==> src/rtl/merge_wbuf_pkg.sv <==
package merge_wbuf_pkg;
  // Result of a read-miss lookup against the buffered stores
  typedef enum logic [1:0] {
    LK_CLEAR = 2'd0,
    LK_HIT   = 2'd1,
    LK_WAIT  = 2'd2
  } lookup_e;
endpackage

==> src/rtl/merge_wbuf_ring.sv <==
// Occupancy ring: head (oldest), tail (next free) and count.
// DEPTH must be a power of two so the pointers wrap naturally.
module merge_wbuf_ring #(
  parameter int DEPTH = 4,
  localparam int PTR_W = $clog2(DEPTH),
  localparam int CNT_W = PTR_W + 1
) (
  input  logic             clk,
  input  logic             rst_n,
  input  logic             push,
  input  logic             pop,
  output logic [PTR_W-1:0] head,
  output logic [PTR_W-1:0] tail,
  output logic [CNT_W-1:0] count,
  output logic [DEPTH-1:0] occ,
  output logic [DEPTH-1:0] at_head
);
  always_ff @(posedge clk) begin
    if (!rst_n) begin
      head  <= '0;
      tail  <= '0;
      count <= '0;
    end else begin
      if (push) tail <= tail + 1'b1;
      if (pop)  head <= head + 1'b1;
      if (push && !pop)      count <= count + 1'b1;
      else if (pop && !push) count <= count - 1'b1;
    end
  end

  for (genvar i = 0; i < DEPTH; i++) begin : g_slot
    logic [PTR_W-1:0] age;
    assign age        = PTR_W'(i) - head;
    assign occ[i]     = {1'b0, age} < count;
    assign at_head[i] = (count != '0) && (head == PTR_W'(i));
  end
endmodule

==> src/rtl/merge_wbuf_entry_cmp.sv <==
// Per-entry address comparison for store merging and read lookup.
module merge_wbuf_entry_cmp #(
  parameter int BLK_W = 6,
  parameter int WORDS = 4,
  localparam int WSEL_W = $clog2(WORDS)
) (
  input  logic              occ,
  input  logic              at_head,
  input  logic [BLK_W-1:0]  ent_blk,
  input  logic [WORDS-1:0]  ent_mask,
  input  logic [BLK_W-1:0]  st_blk,
  input  logic [BLK_W-1:0]  rd_blk,
  input  logic [WSEL_W-1:0] rd_word,
  output logic              merge_ok,
  output logic              rd_match,
  output logic              rd_have
);
  assign merge_ok = occ && !at_head && (ent_blk == st_blk);
  assign rd_match = occ && (ent_blk == rd_blk);
  assign rd_have  = rd_match && ent_mask[rd_word];
endmodule

==> src/rtl/merge_wbuf_lookup.sv <==
// Chooses the merge target and resolves the read lookup, youngest entry last.
module merge_wbuf_lookup
  import merge_wbuf_pkg::*;
#(
  parameter int DEPTH  = 4,
  parameter int DATA_W = 8,
  localparam int PTR_W = $clog2(DEPTH)
) (
  input  logic [PTR_W-1:0]        head,
  input  logic [DEPTH-1:0]        merge_ok,
  input  logic [DEPTH-1:0]        rd_match,
  input  logic [DEPTH-1:0]        rd_have,
  input  logic [DEPTH*DATA_W-1:0] word_data,
  output lookup_e                 status,
  output logic [DATA_W-1:0]       data,
  output logic                    merge_hit,
  output logic [PTR_W-1:0]        merge_idx
);
  logic             found_word;
  logic             found_blk;
  logic [PTR_W-1:0] idx;

  always_comb begin
    found_word = 1'b0;
    found_blk  = 1'b0;
    data       = '0;
    idx        = '0;
    for (int k = 0; k < DEPTH; k++) begin
      idx = head + PTR_W'(k);
      if (rd_match[idx]) found_blk = 1'b1;
      if (rd_have[idx]) begin
        found_word = 1'b1;
        data       = word_data[idx*DATA_W +: DATA_W];
      end
    end
    if (found_word)     status = LK_HIT;
    else if (found_blk) status = LK_WAIT;
    else                status = LK_CLEAR;
  end

  always_comb begin
    merge_hit = 1'b0;
    merge_idx = '0;
    for (int i = 0; i < DEPTH; i++) begin
      if (merge_ok[i]) begin
        merge_hit = 1'b1;
        merge_idx = PTR_W'(i);
      end
    end
  end
endmodule

==> src/rtl/merge_wbuf.sv <==
// Merging write buffer between a write-through cache and memory.
module merge_wbuf
  import merge_wbuf_pkg::*;
#(
  parameter int BLK_W  = 6,
  parameter int WORDS  = 4,
  parameter int DATA_W = 8,
  parameter int DEPTH  = 4,
  localparam int WSEL_W = $clog2(WORDS),
  localparam int PTR_W  = $clog2(DEPTH),
  localparam int CNT_W  = PTR_W + 1,
  localparam int LINE_W = WORDS * DATA_W
) (
  input  logic              clk,
  input  logic              rst_n,
  input  logic              st_valid,
  output logic              st_ready,
  input  logic [BLK_W-1:0]  st_blk,
  input  logic [WSEL_W-1:0] st_word,
  input  logic [DATA_W-1:0] st_data,
  output logic              full,
  output logic              dr_valid,
  input  logic              dr_ready,
  output logic [BLK_W-1:0]  dr_blk,
  output logic [WORDS-1:0]  dr_mask,
  output logic [LINE_W-1:0] dr_data,
  input  logic [BLK_W-1:0]  rd_blk,
  input  logic [WSEL_W-1:0] rd_word,
  output logic [1:0]        rd_status,
  output logic [DATA_W-1:0] rd_data
);
  logic [BLK_W-1:0]  blk_q  [DEPTH];
  logic [WORDS-1:0]  mask_q [DEPTH];
  logic [LINE_W-1:0] line_q [DEPTH];

  logic [PTR_W-1:0]        head, tail, merge_idx;
  logic [CNT_W-1:0]        count;
  logic [DEPTH-1:0]        occ, at_head, merge_ok, rd_match, rd_have;
  logic [DEPTH*DATA_W-1:0] word_data;
  logic                    merge_hit, st_take, push, pop;
  lookup_e                 status;

  assign full     = (count == CNT_W'(DEPTH));
  assign st_ready = merge_hit || !full;
  assign st_take  = st_valid && st_ready;
  assign push     = st_take && !merge_hit;
  assign dr_valid = (count != '0);
  assign pop      = dr_valid && dr_ready;

  merge_wbuf_ring #(.DEPTH(DEPTH)) u_ring (
    .clk(clk), .rst_n(rst_n), .push(push), .pop(pop),
    .head(head), .tail(tail), .count(count), .occ(occ), .at_head(at_head)
  );

  for (genvar i = 0; i < DEPTH; i++) begin : g_ent
    merge_wbuf_entry_cmp #(.BLK_W(BLK_W), .WORDS(WORDS)) u_cmp (
      .occ(occ[i]), .at_head(at_head[i]),
      .ent_blk(blk_q[i]), .ent_mask(mask_q[i]),
      .st_blk(st_blk), .rd_blk(rd_blk), .rd_word(rd_word),
      .merge_ok(merge_ok[i]), .rd_match(rd_match[i]), .rd_have(rd_have[i])
    );
    assign word_data[i*DATA_W +: DATA_W] = line_q[i][rd_word*DATA_W +: DATA_W];
  end

  merge_wbuf_lookup #(.DEPTH(DEPTH), .DATA_W(DATA_W)) u_lookup (
    .head(head), .merge_ok(merge_ok), .rd_match(rd_match), .rd_have(rd_have),
    .word_data(word_data), .status(status), .data(rd_data),
    .merge_hit(merge_hit), .merge_idx(merge_idx)
  );

  assign rd_status = status;

  always_ff @(posedge clk) begin
    if (!rst_n) begin
      for (int i = 0; i < DEPTH; i++) begin
        blk_q[i]  <= '0;
        mask_q[i] <= '0;
        line_q[i] <= '0;
      end
    end else if (st_take) begin
      if (merge_hit) begin
        mask_q[merge_idx][st_word]                  <= 1'b1;
        line_q[merge_idx][st_word*DATA_W +: DATA_W] <= st_data;
      end else begin
        blk_q[tail]  <= st_blk;
        mask_q[tail] <= WORDS'(1) << st_word;
        line_q[tail] <= LINE_W'(st_data) << (st_word * DATA_W);
      end
    end
  end

  assign dr_blk  = blk_q[head];
  assign dr_mask = mask_q[head];
  assign dr_data = line_q[head];
endmodule

==> config.mk <==
export PLATFORM = sky130hd
export DESIGN_NAME = merge_wbuf
export DESIGN_NICKNAME = d
export VERILOG_FILES = /design/src/rtl/merge_wbuf_pkg.sv /design/src/rtl/merge_wbuf_ring.sv /design/src/rtl/merge_wbuf_entry_cmp.sv /design/src/rtl/merge_wbuf_lookup.sv /design/src/rtl/merge_wbuf.sv
export SDC_FILE = /design/constraint.sdc
export NUM_CORES = 1
export LEC_CHECK = 0
export ABC_AREA = 1
export BUFFER_PORTS_ARGS = -buffer_cell sky130_fd_sc_hd__buf_4
export CAP_MARGIN = 20
export CORE_AREA = 2 2 158 160
export CTS_CLUSTER_SIZE = 24
export DETAILED_ROUTE_END_ITERATION = 16
export DIE_AREA = 0 0 160 162
export PLACE_DENSITY = 0.8
export RECOVER_POWER = 25
export SYNTH_ARGS = -nofsm -noshare
export SYNTH_HDL_FRONTEND = slang
export SYNTH_SLANG_ARGS = --single-unit
export TNS_END_PERCENT = 20
==> constraint.sdc <==
create_clock -name clk -period 4 [get_ports clk]
set_input_delay 0.4 -clock clk [delete_from_list [all_inputs] [get_ports clk]]
set_output_delay 0.4 -clock clk [all_outputs]
set_load 0.01 [all_outputs]
==> results of run 1 <==
==> path summary, 6_finish.rpt <==
path                  start              to  cells past startpoint
max          u_ring.head[0]      rd_data[2]                     16
min               st_blk[1]     blk_q[3][1]                      3
max reg2reg  u_ring.head[0]   line_q[3][25]                     16
min reg2reg  u_ring.tail[0]  u_ring.tail[0]                      2
==> per-stage QoR <==
| stage | total power [mW] | util | hold WS (ns) |
|---|---|---|---|
| 2_1_floorplan | 4.594 | - | 0.5077 |
| 3_3_place_gp | 5.787 | 0.5246 | 0.5319 |
| 3_5_place_dp | 5.869 | 0.5246 | 0.5502 |
| 4_1_cts | 7.499 | 0.5489 | 0.3580 |
| 5_1_grt | 7.803 | 0.5416 | 0.3792 |
| 6_report | 7.398 | 0.5416 | 0.3709 |
==> worst register-to-register path, cell delays in order, from the launching register on <==
cell and delay [ns]:
dfxtp_1 0.33, inv_1 0.06, ha_1 0.32, clkinv_1 0.10, ha_1 0.29, inv_1 0.04
nor2_1 0.09, a21oi_1 0.08, nand3_1 0.10, nor2_1 0.07, nor2_4 0.23, nand2_1 0.19
o211ai_1 0.14, nand2_2 0.16, a21oi_4 0.31, nand2_1 0.20, nor2_1 0.62
==> metal layers <==
metal	routed length [um]	GRT usage	part of all wire	up-vias
li1	-	-	-	5437
met1	14780	0.4024	0.38	5376
met2	17070	0.4612	0.43	897
met3	5751	0.09091	0.15	124
met4	1654	0.1130	0.042	0
met5	0	0	0	-
==> synthesized netlist by cell type (2+ instances only) <==
| master | instances | share of area |
|---|---|---|
| nor2_1 | 307 | 0.097 |
| nand3_1 | 57 | 0.024 |
| nand2_4 | 3 | 0.0028 |
| buf_1 | 3 | 0.00095 |
| nand2_2 | 2 | 0.0011 |
| buf_6 | 3 | 0.0028 |
| buf_4 | 5 | 0.0032 |
| nand2_1 | 415 | 0.13 |
| xor2_1 | 8 | 0.0059 |
| inv_1 | 125 | 0.040 |
| a32o_1 | 14 | 0.012 |
| nand3_2 | 14 | 0.012 |
| o211ai_1 | 5 | 0.0032 |
| dfxtp_1 | 9 | 0.015 |
| or2_2 | 2 | 0.0011 |
| clkinv_1 | 5 | 0.0016 |
| edfxtp_1 | 168 | 0.42 |
| a21oi_1 | 72 | 0.030 |
| nor2_2 | 12 | 0.0063 |
| o22ai_1 | 41 | 0.022 |
| nor2_4 | 2 | 0.0019 |
| ha_1 | 16 | 0.017 |
| xnor2_1 | 6 | 0.0044 |
| nand4_1 | 3 | 0.0016 |
| nor3_1 | 31 | 0.013 |
| o21ai_0 | 177 | 0.075 |
| buf_2 | 6 | 0.0025 |
| a21oi_4 | 2 | 0.0027 |
| clkbuf_1 | 72 | 0.023 |
| inv_2 | 10 | 0.0032 |
| o22a_1 | 16 | 0.012 |
==> sequential cells by signal (all words and copies together), names as in the netlist, named ones only <==
name and cells:
u_ring.tail 2, blk_q 24, line_q 128, u_ring.head 2, u_ring.count 3, mask_q 16
==> power by group through the flow <==
| stage | Sequential, mW | Combinational [mW] | Clock, mW |
|---|---|---|---|
| final | 2.54 | 3.19 | 1.66 |
| after global placement | 2.56 | 3.22 | 0 |
| after global routing | 2.56 | 3.52 | 1.73 |
| after detailed placement | 2.56 | 3.30 | 0 |
| after floorplan | 2.47 | 2.12 | 0 |
| after CTS | 2.52 | 3.32 | 1.66 |
==> area by class of cell <==
| type | count | area [um^2] | area share |
|---|---|---|---|
| multi-input cells | 1214 | 5733 | 0.4391 |
| flip-flops and latches | 177 | 5226 | 0.4003 |
| repair buffers | 100 | 579.3 | 0.04437 |
| inverters | 140 | 525.5 | 0.04025 |
| clock buffers | 17 | 425.4 | 0.03258 |
| well taps | 324 | 405.4 | 0.03105 |
| clock inverters | 15 | 161.4 | 0.01236 |
==> kinds of logic after synthesis <==
group                    share of synthesized area
AO/OA/AOI/OAI                               0.1571
AND/OR/NAND/NOR                             0.2973
XOR/XNOR                                   0.01033
flip-flops                                  0.4401
buffers and inverters                      0.07652
adder cells (fa/ha/maj)                    0.01855
==> what timing repair did <==
| action | CTS | global route |
|---|---|---|
| hold buffers | 0 | 0 |
| setup endpoints to repair | 0 | 9 |
| resized for setup | 0 | 3 |
==> metrics.yaml, run 1 <==
setup_path:
  crit_type: "reg2out"
  cp-start-kind: "flip-flop"
  crit_fanout: 20
  critical-path-slowest-cell: "dfxtp_1"
  r2r_slack_ns: 0.32
  cp.buffers_inverters: 4
  path_cells: "inv_1 -> ha_1 -> buf_4 -> ha_1 -> nand3_1 -> o21ai_0 -> nor2_1 -> nand2_1 -> nor2_1 -> nand2_1 -> nand3_1 -> nand2_1 -> inv_1 -> nand2_1 -> nand2_1 -> buf_4"
  cpMostUsedCell: "nand2_1"
  path_delay_family: "simple AND/OR/NAND/NOR gates"
  cp.required_ns: 3.60
  cpPeakStageDelay_ns: 0.33
  crit_arrival_ns: 3.30
  cp-end-kind: "output port"
global_routing:
  grt_usage: 0.3003
  grt_pass1_wl_mm: 60.02
  grt_antenna_before_repair: 0
  grt_start_max_net_pins: 80
  grt_remaining_overflow: 0
  grt_pass1_vias: 10718
cells_and_area:
  layout_common_cells: "414 x nand2_1, 308 x nor2_1, 177 x o21ai_0, 168 x edfxtp_1, 127 x inv_1"
  fillers: 2362
  drive_gt1_frac: 0.08058
  area_growth_pct: 9.981
  diodes: 0
  final_common_cell: "nand2_1"
  stdcell_count: 1987
  fin_area_mm2: 0.01306
  nets: 1695
placed_design:
  place_congestion: 0.9884
  io_buffers: 82
  placedCellCount: 1955
  place_ws_ns: 0.4334
  placed_area_mm2: 0.01265
  dp_hpwl_mm: 29.49
min_path:
  hold_path_class: "in2reg"
die:
  initial_core_util: 0.4925
  fp-row-count: 57
  dieArea_mm2: 0.02592
  die_h_um: 162
  core_mm2: 0.02411
  die_width_um: 160
  io_pins: 83
timing:
  period_share: 0.9260
  relSlewSlack: -0.06458
  tns_ns: 0
  rsz0062_at_grt: "false"
  period_minus_slack_ns: 3.704
  fin_skew_ns: 0.01357
  slew_viol_final: 80
  hold_viol_final: 0
  fmax_mhz: 270.0
  finalSetupViolCount: 0
  fin_ws_ns: 0.2959
  worstMarginPinSlew_ns: 1.597
synthesis:
  async_flop_share: 0
  ys_seq_area_frac: 0.4401
  synth_seq_cells: 177
  ys.flop_type: "edfxtp_1"
  ys_types: 40
  syn_avg_cell_area_um2: 7.328
  synth_warnings: 0
  syn_inst: 1620
  synth_area_mm2: 0.01187
  synth_edf_count: 168
  synth_nets: 1665
power_and_ir_drop:
  pwr-share-comb: 0.432
  p_sw_mw: 3.253
  seqPwrFrac: 0.343
  p_sw_frac: 0.4397
  leakagePower_nw: 5.512
  p_int_mw: 4.145
  max-vdd-ir-drop_mv: 0.2825
  power.density_mw_per_mm2: 566.6
  power_frac_clock: 0.225
drt:
  vias: 11834
  first_pass_iters: 6
  antenna_left: 0
  drtIter0Drc: 1985
  wl_per_cell_um: 19.76
  finalWirelength_mm: 39.26
  drc: 0
  via_per_inst: 5.956
clocking:
  postCtsSetupRepairBufs: 0
  clock_latency_ns: 0.45
  clock-sinks: 177
  cts_tree: "done"
  cts-root-buf: "clkbuf_16"
  path_clk_slew_ns: 0.07
  htreeDepth: 4
  cts_buffer_depth: 2
  numCtsBuffers: 17
status:
  violations: "capacitance limit, slew limit"
  status: "complete, but fails checks"
run:
  cap_violations: 1
Note: power is estimated with default switching activity, not from simulation.
==> run 2: changes to the inputs <==
Settings changed: CORE_AREA 2 2 158 160 to 2 2 185 187, DIE_AREA 0 0 160 162 to 0 0 187 189, PLACE_DENSITY 0.8 to 0.62.
Clock period 4 ns to 3.5 ns, I/O delays scaled along.
==> run 2 against run 1 <==
  * The flow now finishes without violations
  * Register-to-register slack worse by 0.096 ns
  * Sequential share of layout area decreased by 1.6 points
  * Clock skew grew 0.00073 ns
  * Worst hold slack got worse by 0.090 ns
  * Core utilization shrank 13 points
  * Final area grew 4.3%
  * Critical path type is now reg2reg
  * Critical endpoint is now line_q[0][23]
  * Largest cell class unchanged
  * Highest routed layer unchanged
==> metrics.yaml, run 2 (same netlist as run 1, synthesis figures left out) <==
global_routing:
  grt_start_max_net_pins: 80  # unchanged
  gr-max-usage-layer: "met2"
  grt_usage: 0.2316  # -0.06872
  grt_util_met1: 0.3104  # -0.09194
  grt_antenna_before_repair: 0  # unchanged
  use_met2: 0.3690  # -0.09221
  grt_remaining_overflow: 0  # unchanged
  grt_pass1_wl_mm: 62.49  # +4.1%
  grt_use_met3: 0.04634  # -0.04457
  grt_pass1_vias: 10746  # +0.26%
timing:
  relSlewSlack: 0.2986  # +0.3632
  finalSetupViolCount: 0  # unchanged
  whs_ns: 0.2810  # -0.08986 ns
  fin_skew_ns: 0.01430  # +0.0007267 ns
  period_minus_slack_ns: 3.276
  period_share: 0.9361
  worstMarginPinSlew_ns: 1.052  # -0.5448 ns
  hold_viol_final: 0  # unchanged
  tns_ns: 0  # unchanged
  slew_viol_final: 0  # -100%
  rsz0062_at_grt: "false"
  fmax_mhz: 305.2
power_and_ir_drop:
  p_sw_mw: 3.821  # +17%
  seqPwrFrac: 0.340  # -0.003
  max-vdd-ir-drop_mv: 0.3728  # +32%
  pwr-share-comb: 0.428  # -0.004
  power.density_mw_per_mm2: 635.9  # +12%
  p_sw_frac: 0.4413  # +0.001620
  leakagePower_nw: 5.684  # +3.1%
  p_int_mw: 4.837  # +17%
  power_frac_clock: 0.232  # +0.007
die:
  core_mm2: 0.03328  # +38%
  dieArea_mm2: 0.03534  # +36%
  die_h_um: 189  # +17%
  initial_core_util: 0.3567  # -0.1358
  io_pins: 83  # unchanged
  die_width_um: 187  # +17%
  fp-row-count: 67  # +18%
clocking:
  postCtsHoldBufs: 0  # unchanged
  cts-root-buf: "clkbuf_16"
  numCtsBuffers: 17  # unchanged
  cts_tree: "done"
  clock_latency_ns: 0.46  # about the same
  htreeDepth: 4  # unchanged
  path_clk_slew_ns: 0.08  # about the same
  cts_buffer_depth: 2  # unchanged
  clock-sinks: 177  # unchanged
min_path:
  holdPathStages: 3  # unchanged
  hold_path_class: "in2reg"
setup_path:
  cpMostUsedCell: "inv_1"
  path_cells: "inv_1 -> ha_4 -> clkinv_2 -> ha_1 -> inv_1 -> nor2_1 -> a21oi_1 -> nand3_1 -> nor2_2 -> nor2_4 -> nand3_4 -> inv_2 -> nand2_4 -> nor2_8 -> inv_1 -> nand2_4 -> nand3_2 -> nand2_2"
  cp.required_ns: 3.66  # +0.06 ns
  cpPeakStageDelay_ns: 0.33  # about the same
  cp-start-kind: "flip-flop"
  critical-path-slowest-cell: "dfxtp_1"
  cp-end-kind: "flip-flop"
  crit_arrival_ns: 3.43  # +0.13 ns
  reg2regPathDepth: 18  # +2
  crit_type: "reg2reg"
  crit_fanout: 14  # -30%
cells_and_area:
  drive_gt1_frac: 0.1146  # +0.03401
  regMostFlops: "line_q"
  nets: 1725  # +1.8%
  area_growth_pct: 14.69
  largest_reg_flops: 128  # unchanged
  fillers: 3431  # +45%
  layout_common_cells: "399 x nand2_1, 299 x nor2_1, 176 x o21ai_0, 168 x edfxtp_1, 124 x inv_1"
  final_common_cell: "nand2_1"
  diodes: 0  # unchanged
  top_regs: "line_q x128, blk_q x24, mask_q x16"
drt:
  antenna_left: 0  # unchanged
  finalWirelength_mm: 41.32  # +5.3%
  drtIter0Drc: 1490  # -25%
  drc: 0  # unchanged
  vias: 11534  # -2.5%
  first_pass_iters: 6  # unchanged
  wl_per_cell_um: 19.30  # -2.3%
  via_per_inst: 5.387  # -9.5%
status:
  status: "finished clean"
run:
  cap_violations: 0  # -1
placed_design:
  io_buffers: 82  # unchanged
  place_congestion: 0.9857  # -0.27%
  dp_hpwl_mm: 32.25  # +9.3%
run 2: what timing repair did:
item,4_1_cts,5_1_grt
hold endpoints to repair,0,0
pin swaps,0,1
gates resized for setup,1,18
setup buffers,0,0
endpoints found under the setup margin,9,127
run 2: routing by layer:
metal | part of all wire | vias to the layer above
met3 | 0.091 | 82
met1 | 0.42 | 5356
met5 | 0 | -
met2 | 0.45 | 598
met4 | 0.036 | 0
li1 | - | 5498
run 2: cell type report:
cell class                      count  area, um^2  share of cell area
Clock buffer                       17       425.4             0.03124
Sequential cell                   177        5226              0.3838
Timing Repair Buffer              130       824.5             0.06056
Multi-Input combinational cell   1214        5851              0.4297
Clock inverter                     15       201.4             0.01480
Inverter                          140       526.8             0.03869
Tap cell                          448       560.5             0.04117
run 2: path summary, 6_finish.rpt:
kind             startpoint        endpoint  slack [ns]
min reg2reg  u_ring.tail[0]  u_ring.tail[0]        0.57
min                   rst_n  u_ring.tail[0]        0.28
max reg2reg  u_ring.head[1]   line_q[0][23]        0.22
max          u_ring.head[1]   line_q[0][23]        0.22
run 2: through the flow:
| step | area, um^2 | setup WS [ns] | cells | util | total power [mW] |
|---|---|---|---|---|---|
| after CTS | 13740 | 0.02301 | 2141 | 0.4128 | 8.791 |
| after floorplan | 11950 | 0.00005729 | 1620 | - | 5.291 |
| after global placement | 13110 | 0.3083 | 2109 | 0.3938 | 6.770 |
| final | 13620 | 0.2236 | 2141 | 0.4091 | 8.658 |
| after detailed placement | 13110 | 0.2332 | 2109 | 0.3938 | 6.831 |
| after global routing | 13620 | 0.004668 | 2141 | 0.4091 | 9.150 |
run 2: worst max-delay path, delay by kind of cell (launching register included):
kind            cells  cell delay, ns
compound gates      1            0.08
flops               1            0.33
simple gates       10            1.61
fa+ha+maj           2            0.55
buf+inv             5            0.38
run 2: power by group through the flow:
| stage | Clock (mW) | Combinational, mW | Sequential [mW] |
|---|---|---|---|
| 4_1_cts | 1.99 | 3.87 | 2.93 |
| 2_1_floorplan | 0 | 2.47 | 2.82 |
| 3_5_place_dp | 0 | 3.86 | 2.97 |
| 6_report | 2.01 | 3.71 | 2.94 |
| 5_1_grt | 2.07 | 4.12 | 2.96 |
| 3_3_place_gp | 0 | 3.80 | 2.97 |
==> run 3: changes to the inputs <==
==> constraint.sdc (replaced) <==
create_clock -name clk -period 3.5 [get_ports clk]
set_input_delay 0.175 -clock clk [delete_from_list [all_inputs] [get_ports clk]]
set_output_delay 0.175 -clock clk [all_outputs]
set_load 0.01 [all_outputs]
==> run 3 against run 2 <==
  * Register-to-register slack got worse by 0.02 ns
  * Clock power fell by 5%
  * Clock skew fell by 0.0025 ns
  * Sequential share of layout area barely moved
  * Combinational power rose by 4%
  * Largest cell class unchanged
  * Largest power group unchanged
  * Highest routed layer unchanged
==> metrics.yaml, run 3 (same netlist as run 1, synthesis figures left out) <==
setup_path:
  r2r-end: "line_q[0][22]"
  cp-end-kind: "flip-flop"
  cpPeakStageDelay_ns: 0.34  # about the same
  cp.required_ns: 3.78  # +0.12 ns
  crit_arrival_ns: 3.58  # +0.15 ns
  cpMostUsedCell: "nor2_1"
  r2r_slack_ns: 0.20  # -0.02 ns
  crit_fanout: 24  # +10
  crit_type: "reg2reg"
  cp-start-kind: "flip-flop"
  cp-startpoint: "u_ring.head[0]"
  r2r_start: "u_ring.head[0]"
  crit_end: "line_q[0][22]"
  reg2regPathDepth: 17  # -1
  path_cells: "inv_2 -> ha_1 -> buf_6 -> ha_1 -> nand3_1 -> o211ai_1 -> nor2_1 -> nor2_2 -> nand3_4 -> inv_2 -> nand2_4 -> buf_4 -> nor2_1 -> inv_1 -> o21ai_0 -> inv_1 -> nor2_1"
  critical-path-slowest-cell: "dfxtp_1"
drt:
  vias: 11451  # -0.72%
  antenna_left: 0  # unchanged
  finalWirelength_mm: 40.34  # -2.4%
  via_per_inst: 5.374  # -0.25%
  wl_per_cell_um: 18.93  # -1.9%
  drtIter0Drc: 1728  # +16%
  drc: 0  # unchanged
  first_pass_iters: 6  # unchanged
timing:
  slew_viol_final: 0  # unchanged
  fin_skew_ns: 0.01178  # -0.002519 ns
  fmax_mhz: 303.3  # -0.63%
  tns_ns: 0  # unchanged
  whs_ns: 0.1399  # -0.1411 ns
  period_minus_slack_ns: 3.297  # +0.02073 ns
  worstMarginPinSlew_ns: 1.025  # -0.02660 ns
  rsz0062_at_grt: "true"
  relSlewSlack: 0.3163  # +0.01774
  hold_viol_final: 0  # unchanged
  period_share: 0.9420  # +0.005923
  finalSetupViolCount: 0  # unchanged
die:
  initial_core_util: 0.3567  # unchanged
  io_pins: 83  # unchanged
  die_h_um: 189  # unchanged
  dieArea_mm2: 0.03534  # unchanged
  die_width_um: 187  # unchanged
  core_mm2: 0.03328  # unchanged
  fp-row-count: 67  # unchanged
placed_design:
  dp_hpwl_mm: 31.19  # -3.3%
  place_congestion: 0.9393  # -4.7%
  io_buffers: 82  # unchanged
clocking:
  path_clk_slew_ns: 0.07  # about the same
  cts-root-buf: "clkbuf_16"
  postCtsHoldBufs: 0  # unchanged
  clock_latency_ns: 0.44  # -0.02 ns
  htreeDepth: 4  # unchanged
  postCtsSetupRepairBufs: 0  # unchanged
  cts_buffer_depth: 2  # unchanged
  cts_tree: "done"
  numCtsBuffers: 17  # unchanged
  clock-sinks: 177  # unchanged
cells_and_area:
  largest_reg_flops: 128  # unchanged
  drive_gt1_frac: 0.1301  # +0.01554
  layout_common_cells: "399 x nand2_1, 302 x nor2_1, 171 x o21ai_0, 168 x edfxtp_1, 124 x inv_1"
  area_growth_pct: 14.77  # about the same
  final_common_cell: "nand2_1"
  diodes: 0  # unchanged
  top_regs: "line_q x128, blk_q x24, mask_q x16"
  nets: 1715  # -0.58%
  regMostFlops: "line_q"
power_and_ir_drop:
  leakagePower_nw: 5.755  # +1.3%
  max-vdd-ir-drop_mv: 0.3326  # -11%
  power.density_mw_per_mm2: 637.9  # +0.32%
global_routing:
  grt_remaining_overflow: 0  # unchanged
  grt_start_max_net_pins: 80  # unchanged
  grt_usage: 0.2286  # -0.002963
  grt_pass1_wl_mm: 62.05  # -0.70%
  grt_antenna_before_repair: 0  # unchanged
  grt_pass1_vias: 10626  # -1.1%
min_path:
  hold_path_class: "in2reg"
run:
  cap_violations: 0  # unchanged
status:
  status: "finished clean"
## run 3: cell type report
| type | count | area (um^2) |
|---|---|---|
| Fill cell | 3359 | 19660 |
| Tap cell | 448 | 560.5 |
| Multi-Input combinational cell | 1214 | 5841 |
| Inverter | 140 | 526.8 |
| Clock buffer | 17 | 425.4 |
| Clock inverter | 15 | 168.9 |
| Timing Repair Buffer | 120 | 875.8 |
| Sequential cell | 177 | 5226 |
## run 3: timing repair
action,4_1_cts,5_1_grt
setup endpoints to repair,8,115
resized for setup,1,17
hold endpoints to repair,0,0
cloned,0,0
pin swaps,0,1
## run 3: report_power, final
group,switching [mW],internal [mW]
Sequential,0.279,2.66
Clock,0.889,1.01
Combinational,2.52,1.33
Total,3.68,5.01
## run 3: critical path, delay by kind of cell (launching register included)
family / cells / cell delay [ns]
compound gates: 2 / 0.40
fa+ha+maj: 2 / 0.61
buf+inv: 6 / 0.88
flops: 1 / 0.34
simple gates: 7 / 0.90
## run 3: stage by stage
stage	util	instance area, um^2	std cells	worst slack (ns)	total power [mW]
2_1_floorplan	-	11950	1620	0.00005729	5.291
3_3_place_gp	0.3912	13020	2099	0.2333	6.772
3_5_place_dp	0.3912	13020	2099	0.1531	6.815
4_1_cts	0.4092	13620	2131	0.01167	8.698
5_1_grt	0.4094	13620	2131	-0.03425	9.222
6_report	0.4094	13620	2131	0.2028	8.691
## run 3: how the worst min path moves through the flow
stage / slack, ns / endpoint / cells after the start / start
floorplan: 0.40 / blk_q[0][1] / 2 / st_blk[1]
CTS: 0.12 / blk_q[2][3] / 3 / st_blk[3]
finish: 0.14 / blk_q[2][3] / 3 / st_blk[3]
global route: 0.15 / blk_q[1][3] / 3 / st_blk[3]
global placement: 0.55 / u_ring.tail[0] / 2 / u_ring.tail[0]
detailed placement: 0.55 / u_ring.tail[0] / 2 / u_ring.tail[0]
## run 3: layer usage
| metal | routed length [um] | global-route usage | vias to the layer above |
|---|---|---|---|
| li1 | - | - | 5477 |
| met4 | 1222 | 0.08089 | 0 |
| met5 | 0 | 0 | - |
| met3 | 3443 | 0.03670 | 72 |
| met1 | 17340 | 0.3171 | 5352 |
| met2 | 18340 | 0.3620 | 550 |
